$ cat src/rtl/flp_pkg.sv
package flp_pkg;
  localparam int CW_W    = 16;
  localparam int N_SLOTS = 33;
  localparam int N_CLK   = 17;
  localparam logic [4:0] SELECTOR = 5'b00001;

  // Overlay the fixed selector field onto the low bits of a word.
  function automatic logic [CW_W-1:0] with_selector(input logic [CW_W-1:0] w);
    return {w[CW_W-1:5], SELECTOR};
  endfunction

  // True when elapsed count e lies within centre +/- win.
  function automatic logic in_window(input int unsigned e,
                                     input int unsigned centre,
                                     input int unsigned win);
    return ((e + win) >= centre) && (e <= (centre + win));
  endfunction

  // Even slot indices hold framing pulses.
  function automatic logic slot_is_clock(input logic [5:0] idx);
    return !idx[0];
  endfunction
endpackage

$ cat src/rtl/flp_tx.sv
module flp_tx
  import flp_pkg::*;
#(
  parameter int HALF_TICKS   = 1563,
  parameter int PERIOD_TICKS = 400000
) (
  input  logic            clk,
  input  logic            rst_n,
  input  logic            en,
  input  logic [CW_W-1:0] word,
  output logic            pulse,
  output logic            slot_evt,
  output logic [5:0]      slot_idx
);
  localparam int PW = (HALF_TICKS > 1) ? $clog2(HALF_TICKS) : 1;
  localparam int TW = $clog2(PERIOD_TICKS);
  localparam logic [PW-1:0] PH_LAST = PW'(HALF_TICKS - 1);
  localparam logic [TW-1:0] T_LAST  = TW'(PERIOD_TICKS - 1);

  logic            active;
  logic [CW_W-1:0] word_q;
  logic [TW-1:0]   t_cnt;
  logic [PW-1:0]   ph;
  logic [5:0]      pos;

  always_ff @(posedge clk or negedge rst_n) begin
    if (!rst_n) begin
      active <= 1'b0;
      word_q <= '0;
      t_cnt  <= '0;
      ph     <= '0;
      pos    <= '0;
    end else if (!active) begin
      if (en) begin
        active <= 1'b1;
        word_q <= with_selector(word);
        t_cnt  <= '0;
        ph     <= '0;
        pos    <= '0;
      end
    end else if (t_cnt == T_LAST) begin
      if (en) begin
        word_q <= with_selector(word);
        t_cnt  <= '0;
        ph     <= '0;
        pos    <= '0;
      end else begin
        active <= 1'b0;
      end
    end else begin
      t_cnt <= t_cnt + 1'b1;
      if (ph == PH_LAST) begin
        ph <= '0;
        if (pos != 6'(N_SLOTS)) pos <= pos + 1'b1;
      end else begin
        ph <= ph + 1'b1;
      end
    end
  end

  assign slot_evt = active && (ph == '0) && (pos < 6'(N_SLOTS));
  assign slot_idx = pos;
  assign pulse    = slot_evt && (slot_is_clock(pos) || word_q[pos[4:1]]);
endmodule

$ cat src/rtl/flp_rx.sv
module flp_rx
  import flp_pkg::*;
#(
  parameter int HALF_TICKS = 1563,
  parameter int WIN_TICKS  = 300
) (
  input  logic            clk,
  input  logic            rst_n,
  input  logic            det,
  output logic [CW_W-1:0] word,
  output logic            valid,
  output logic            err,
  output logic            clk_acc,
  output logic            data_acc,
  output logic            bad_evt
);
  localparam int LIM = 2 * HALF_TICKS + WIN_TICKS;
  localparam int EW  = $clog2(LIM + 2) + 1;

  typedef enum logic [1:0] {S_HUNT, S_COLLECT, S_QUIET} rx_state_t;

  rx_state_t       st;
  logic [EW-1:0]   e;
  logic [4:0]      cnt;
  logic            dseen;
  logic [CW_W-2:0] work;

  logic in_d, in_c, late, collecting;

  assign collecting = (st == S_COLLECT);
  assign in_d       = in_window(32'(e), HALF_TICKS, WIN_TICKS);
  assign in_c       = in_window(32'(e), 2 * HALF_TICKS, WIN_TICKS);
  assign late       = 32'(e) > LIM;

  assign clk_acc  = det && ((st == S_HUNT) || (collecting && in_c));
  assign data_acc = collecting && det && in_d && !dseen;
  assign bad_evt  = collecting && (det ? !(in_c || (in_d && !dseen)) : late);

  always_ff @(posedge clk or negedge rst_n) begin
    if (!rst_n) begin
      st    <= S_HUNT;
      e     <= '0;
      cnt   <= '0;
      dseen <= 1'b0;
      work  <= '0;
      word  <= '0;
      valid <= 1'b0;
      err   <= 1'b0;
    end else begin
      valid <= 1'b0;
      err   <= 1'b0;
      unique case (st)
        S_HUNT: begin
          if (det) begin
            st    <= S_COLLECT;
            cnt   <= 5'd1;
            e     <= EW'(1);
            dseen <= 1'b0;
          end
        end
        S_COLLECT: begin
          if (bad_evt) begin
            err <= 1'b1;
            st  <= S_QUIET;
            e   <= EW'(1);
          end else if (clk_acc) begin
            if (cnt == 5'(N_CLK - 1)) begin
              word  <= {dseen, work};
              valid <= 1'b1;
              st    <= S_HUNT;
            end else begin
              work[4'(cnt - 5'd1)] <= dseen;
              cnt <= cnt + 1'b1;
            end
            e     <= EW'(1);
            dseen <= 1'b0;
          end else begin
            if (data_acc) dseen <= 1'b1;
            e <= e + 1'b1;
          end
        end
        S_QUIET: begin
          if (det)       e  <= EW'(1);
          else if (late) st <= S_HUNT;
          else           e  <= e + 1'b1;
        end
        default: st <= S_HUNT;
      endcase
    end
  end
endmodule

$ cat src/rtl/flp_codec.sv
module flp_codec
  import flp_pkg::*;
#(
  parameter int HALF_TICKS   = 1563,
  parameter int PERIOD_TICKS = 400000,
  parameter int WIN_TICKS    = 300
) (
  input  logic        clk,
  input  logic        rst_n,
  input  logic        tx_en,
  input  logic [15:0] tx_word,
  output logic        tx_pulse,
  input  logic        rx_det,
  output logic [15:0] rx_word,
  output logic        rx_valid,
  output logic        rx_err
);
  logic       tx_slot_evt;
  logic [5:0] tx_slot_idx;
  logic       rx_clk_acc;
  logic       rx_data_acc;
  logic       rx_bad_evt;

  flp_tx #(
    .HALF_TICKS  (HALF_TICKS),
    .PERIOD_TICKS(PERIOD_TICKS)
  ) u_tx (
    .clk     (clk),
    .rst_n   (rst_n),
    .en      (tx_en),
    .word    (tx_word),
    .pulse   (tx_pulse),
    .slot_evt(tx_slot_evt),
    .slot_idx(tx_slot_idx)
  );

  flp_rx #(
    .HALF_TICKS(HALF_TICKS),
    .WIN_TICKS (WIN_TICKS)
  ) u_rx (
    .clk     (clk),
    .rst_n   (rst_n),
    .det     (rx_det),
    .word    (rx_word),
    .valid   (rx_valid),
    .err     (rx_err),
    .clk_acc (rx_clk_acc),
    .data_acc(rx_data_acc),
    .bad_evt (rx_bad_evt)
  );
endmodule

$ cat config.mk
export PLATFORM = sky130hd
export DESIGN_NAME = flp_codec
export DESIGN_NICKNAME = d
export VERILOG_FILES = /design/src/rtl/flp_pkg.sv /design/src/rtl/flp_tx.sv /design/src/rtl/flp_rx.sv /design/src/rtl/flp_codec.sv
export SDC_FILE = /design/constraint.sdc
export NUM_CORES = 1
export LEC_CHECK = 0
export BUFFER_PORTS_ARGS = -buffer_cell sky130_fd_sc_hd__buf_2
export CORE_MARGIN = 10
export CORE_UTILIZATION = 55
export CTS_CLUSTER_SIZE = 30
export DETAILED_ROUTE_END_ITERATION = 10
export PLACE_DENSITY = 0.72
export SLEW_MARGIN = 10
export SYNTH_ARGS = -nofsm -noshare
export SYNTH_HDL_FRONTEND = slang
export SYNTH_SLANG_ARGS = --single-unit
$ cat constraint.sdc
create_clock -name clk -period 3.75 [get_ports clk]
set_input_delay 0.75 -clock clk [delete_from_list [all_inputs] [get_ports clk]]
set_output_delay 0.75 -clock clk [all_outputs]
set_load 0.01 [all_outputs]
# Yosys cells after proc, flatten, opt, wreduce, memory -nomap -nowiden
# Index checks and enable logic that the tools add are counted.
[word_totals] regBits=107 latch_bits=0 ram_bits=0 rom_bits=0 input_bits=20 output_inout_bits=19 word_cells=133 memories=0
[op_classes] addsub=7 n_mul=0 div=0 n_lt_le_gt_ge=9 eq_ne=19 shifts=0 n_mux=53 n_bitwise=2 reduce_logical=30
[op_table] operator="2-to-1 mux 13 bit" count=5
[op_table] operator="2-to-1 mux 19 bit" count=3
[op_table] operator="2-to-1 mux 16 bit" count=3
[op_table] operator="2-to-1 mux 11 bit" count=4
[op_table] operator="case mux 13 bit (3 select lines)" count=1
[op_table] operator=">= comparator 32 x 11 -> 1 bit, second input constant" count=1
[op_table] operator=">= comparator 32 x 12 -> 1 bit, second input constant" count=1
[op_table] operator="2-to-1 mux 6 bit" count=5
[op_table] operator="2-to-1 mux 5 bit" count=4
[op_table] operator="adder 19 x 1 -> 19 bit, second input constant" count=1
[op_table] operator="equality test 19 bit, second input constant" count=1
[op_table] operator="inequality test 3 bit, second input constant" count=6
[op_table] operator="2-to-1 mux 1 bit" count=16
[op_table] operator="bitwise mux 15 bit" count=1
[op_table] operator="adder 13 x 9 -> 14 bit, second input constant" count=1
[op_table] operator="adder 13 x 1 -> 13 bit, second input constant" count=1
[op_table] operator="greater-than comparator 13 x 12 -> 1 bit, second input constant" count=1
[op_table] operator="less-or-equal comparator 13 x 11 -> 1 bit, second input constant" count=1
[op_table] operator="less-or-equal comparator 13 x 12 -> 1 bit, second input constant" count=1
[op_table] operator="logical AND 1 bit" count=13
[op_table] operator="2-to-1 mux 2 bit" count=6
[op_table] operator="inequality test 2 bit, second input constant" count=6
[op_table] operator="AND reduction 4 bit" count=3
[op_table] operator="adder 11 x 1 -> 11 bit, second input constant" count=1
[op_table] operator="other kinds (27)" count=34

# Depth between registers and ports, before layout
[depth] word_depth=10 ltp_mapped=13 depth_no_buf=10

# Cells and area by module
# A second synthesis with hierarchy kept.
[unflattened] hier_cells=623 hier_area_um2=6258.5
[modules_own_cells] module="flp_rx" n_inst=1 cells_per_inst=339 area_each_um2=3452.1 seq_area_each_um2=1351.3
[modules_own_cells] module="flp_tx" n_inst=1 cells_per_inst=284 area_each_um2=2806.4 seq_area_each_um2=1226.2

# Least setup slack after synthesis
# Ideal clock, no wire load.
[synth_path] path_kind="reg-to-reg" start="register u_rx.e[2]" end="register u_rx.word[10]" setup_ps=125 t_arrival_ps=2862 required_ps=3625 setup_slack_ps=762 path_stages_with_launch=14 n_path_buf=3 synth_period_minus_slack_ps=2988 path_cell_list="dfrtp_1 -> buf_4 -> inv_1 -> ha_1 -> nand2b_1 -> mux2_2 -> a32o_1 -> a32oi_2 -> o21ai_2 -> a21oi_2 -> and3_1 -> buf_6 -> buf_8 -> mux2_4"
[synth_between] elab_chain_cells=10 word_cells_on_any_way=18 cone_classes="add/sub (1); order compare (5); mux (1); bitwise (1); reduce/logical (10)"
[synth_rtl] item="from (decl)" line_no="flp_rx.sv:23" rtl="logic [EW-1:0] e;"
[synth_rtl] item="from (signal assigned)" line_no="flp_rx.sv:79" rtl="e <= e + 1'b1;"
[synth_rtl] item="from (signal assigned)" line_no="flp_rx.sv:85" rtl="else e <= e + 1'b1;"
[synth_rtl] item="adder 13 x 9 -> 14 bit" line_no="flp_pkg.sv:16" rtl="return ((e + win) >= centre) && (e <= (centre + win));"
[synth_rtl] item=">= comparator 32 x 11 -> 1 bit" line_no="flp_pkg.sv:16"
[synth_rtl] item="logical AND 1 bit" line_no="flp_pkg.sv:16"
[synth_rtl] item="logical AND 1 bit" line_no="flp_rx.sv:37" rtl="assign bad_evt = collecting && (det ? !(in_c || (in_d && !dseen)) : late);"
[synth_rtl] item="logical OR 1 bit" line_no="flp_rx.sv:37"
[synth_rtl] item="logical NOT 1 bit" line_no="flp_rx.sv:37"
[synth_rtl] item="2-to-1 mux 1 bit" line_no="flp_rx.sv:37"
[synth_rtl] item="logical AND 1 bit" line_no="flp_rx.sv:37"
[synth_rtl] item="inverter 1 bit (no line)"
[synth_rtl] item="AND reduction 4 bit (no line) (*)"
[synth_rtl] item="to (signal assigned)" line_no="flp_rx.sv:68" rtl="word <= {dseen, work};"
[synth_rtl] item="to (decl)" line_no="flp_rx.sv:10" rtl="output logic [CW_W-1:0] word,"
# Mark *: on every way between the ends. The rest lies on a longest branch, timed or not.
# A chain may end at the register's enable or synchronous reset.

# Worst setup path after layout
[layout_path] start="register u_rx.e[2]" end="register u_rx.word[2]"
# Same word-level chain as after synthesis.

==> results.py <==
metrics = {
    "placed_design": {
        "dpl_cell_area_sq_mm": 0.00620,
        "gp_congestion": 0.918,
        "port_buffers": 33,
        "place_inst": 768,
        "hpwl_microns": 8520,
    },
    "power_and_ir_drop": {
        "ir_drop_uv": 458,
        "power_density_mw_per_mm2": 475,
        "leakage_nw": 2.80,
        "totalPowerFinal_mw": 3.04,
    },
    "global_routing": {
        "grt_usage_pct": 16.7,
        "antenna_found_initial": 0,
        "grt_pass1_vias": 4493,
        "grt_pass1_wl_microns": 21000,
        "grt_max_degree": 104,
        "overflow": 0,
    },
    "setup_path": {
        "critPathRequiredTime_ps": 4030,
        "start_kind": "flop",
        "ff2ff_setup_slack_ps": 330,
        "critPathCaptureType": "flop",
        "crit_type": "reg -> reg",
        "r2r-end": "u_rx.word[2]",
        "cp.arrival_ps": 3700,
        "r2r_cells": 11,
        "r2r-start": "u_rx.e[2]",
        "path_max_fanout": 11,
    },
    "sta": {
        "finalWorstPathRequiredPeriod_ps": 3420,
        "period_share_pct": 91.3,
        "setup_viol": 0,
        "slew_headroom_pct": 55.9,
        "hold_viol": 0,
        "rsz0062_at_grt": "no",
        "finalSetupTns_ps": 0,
        "max_freq_mhz": 292,
        "final_max_slew_viol_count": 0,
        "clock_skew_ps": 10.1,
        "worst_slew_pin_slew_ps": 661,
    },
    "final_layout": {
        "final_util_pct": 61.4,
        "diodes": 0,
        "drive_above_1_share_pct": 17.4,
        "stdcell_count": 784,
        "layout_commonest_cell": "dfrtp_1",
        "postLayoutCellArea_sq_mm": 0.00639,
        "area_delta_synth_final_pct": 7.44,
        "final_cell_mix": "dfrtp_1, nor2_1, nand2_1",
        "nets": 686,
    },
    "route": {
        "wl_met1_microns": 5760,
        "wl_microns": 12300,
        "drt-initial-drc-count": 484,
        "num_vias": 4592,
        "wl_per_cell_microns": 15.6,
        "ant_nets": 0,
        "wl_met3_microns": 505,
        "wl_met2_microns": 5830,
        "dr.pass1.iters": 5,
        "drc": 0,
        "topRoutingLayerUsed": "met4",
        "viasPerCell": 5.86,
    },
    "floorplanning": {
        "start_util_pct": 57.1,
        "ios": 39,
        "die_x_microns": 124,
        "rows": 37,
        "core_region_area_sq_mm": 0.0104,
        "dieArea_sq_mm": 0.0154,
        "fp.dieH_microns": 124,
    },
    "clocking": {
        "numCtsBuffers": 9,
        "clk_latency_ps": 390,
        "tritoncts": "built",
        "postCtsHoldBufs": 0,
        "ctsResizeCount": 0,
        "cts_setup_buffers": 0,
        "clk_pin_slew_ps": 110,
        "htreeDepth": 3,
        "cts_buffer_depth": 2,
        "cts.sinks": 103,
        "cts_root_buf": "clkbuf_8",
    },
    "yosys": {
        "synth_ff_type": "dfrtp_1",
        "yosys_warnings": 0,
        "ys_ff_latch": 103,
        "yosysUniqueCellTypes": 65,
        "seq_area_frac_synth_pct": 43.3,
        "synthTopCellsByArea": "dfrtp_1, mux2_2, ha_1, o21ai_0, nor2_1",
        "synth.largest_area_cell": "dfrtp_1",
        "synth_edf_count": 0,
        "synth_area_sq_mm": 0.00595,
        "syn_nets": 665,
        "synth_top_area_share_pct": 43.3,
        "syn_inst": 622,
        "syn_avg_cell_area_sq_um": 9.57,
        "async_flop_share_pct": 100,
    },
    "run": {
        "cap_violations": 0,
    },
    "min_path": {
        "min_path_type": "in -> async",
    },
    "run_status": {
        "status": "completed",
    },
}
[registers in the layout, indices dropped and copies added (netlist names), 5 cells and up]
register       cells
u_rx.cnt           5
u_rx.e            13
u_rx.word         16
u_rx.work         15
u_tx.ph           11
u_tx.slot_idx      6
u_tx.t_cnt        19
u_tx.word_q       12
[power by group]
group          switching [mW]  internal, mW
combinational           0.506         0.350
sequential              0.224          1.27
clock                   0.428         0.255
[critical path, stage by stage (launching register included)]
cell      delay, ps
dfrtp_1         570
inv_1           120
ha_1            290
nand2b_1        260
mux2_2          310
a32o_1          290
a32oi_2         320
o21ai_2         150
a21oi_2         220
and3_1          210
buf_4           210
mux2_2          350
[how the worst max path moves through the flow]
stage          slack, ps            end       from
4_1_cts              340   u_rx.word[2]  u_rx.e[2]
3_3_place_gp         450   u_rx.word[4]  u_rx.e[2]
3_5_place_dp         370   u_rx.word[2]  u_rx.e[2]
2_1_floorplan        760  u_rx.word[10]  u_rx.e[2]
5_1_grt              150   u_rx.word[4]  u_rx.e[3]
6_report             330   u_rx.word[2]  u_rx.e[2]
[routing by layer]
| metal | global-route usage [%] | vias to the layer above |
|---|---|---|
| met5 | 0 | - |
| met4 | 5.40 | 0 |
| met3 | 4.62 | 13 |
| met2 | 26.7 | 82 |
| met1 | 21.7 | 2228 |
| li1 | - | 2269 |
[stage by stage]
step	hold WS (ps)	setup WS, ps
2_1_floorplan	425	762
3_3_place_gp	445	447
3_5_place_dp	478	373
4_1_cts	429	340
5_1_grt	438	153
6_report	361	328
[Yosys cell counts (8+ instances only)]
library cell	n
nand3_1	37
inv_1	26
mux2_2	34
xnor2_1	16
o21ai_0	54
a31oi_1	8
and3_1	15
clkbuf_1	19
a21oi_1	15
nand2_1	56
nor3_1	12
mux2_4	10
dfrtp_1	103
nor2_1	63
ha_1	23
[area by class of cell]
type	instances	area [sq um]
fill	882	4020
multi-input combinational	459	3100
sequential	103	2580
timing repair buffer	43	255
tap	136	170
clock buffer	9	124
inverter	27	101
clock inverter	7	66.3
[kinds of logic after synthesis]
| kind of cell | share of synthesized area [%] |
|---|---|
| mux | 10.4 |
| fa+ha+maj | 4.84 |
| buf+inv | 4.61 |
| xor+xnor | 3.09 |
| compound gates | 14.6 |
| flops | 43.3 |
| simple gates | 19.2 |
Note: power is estimated with default switching activity, not from simulation.
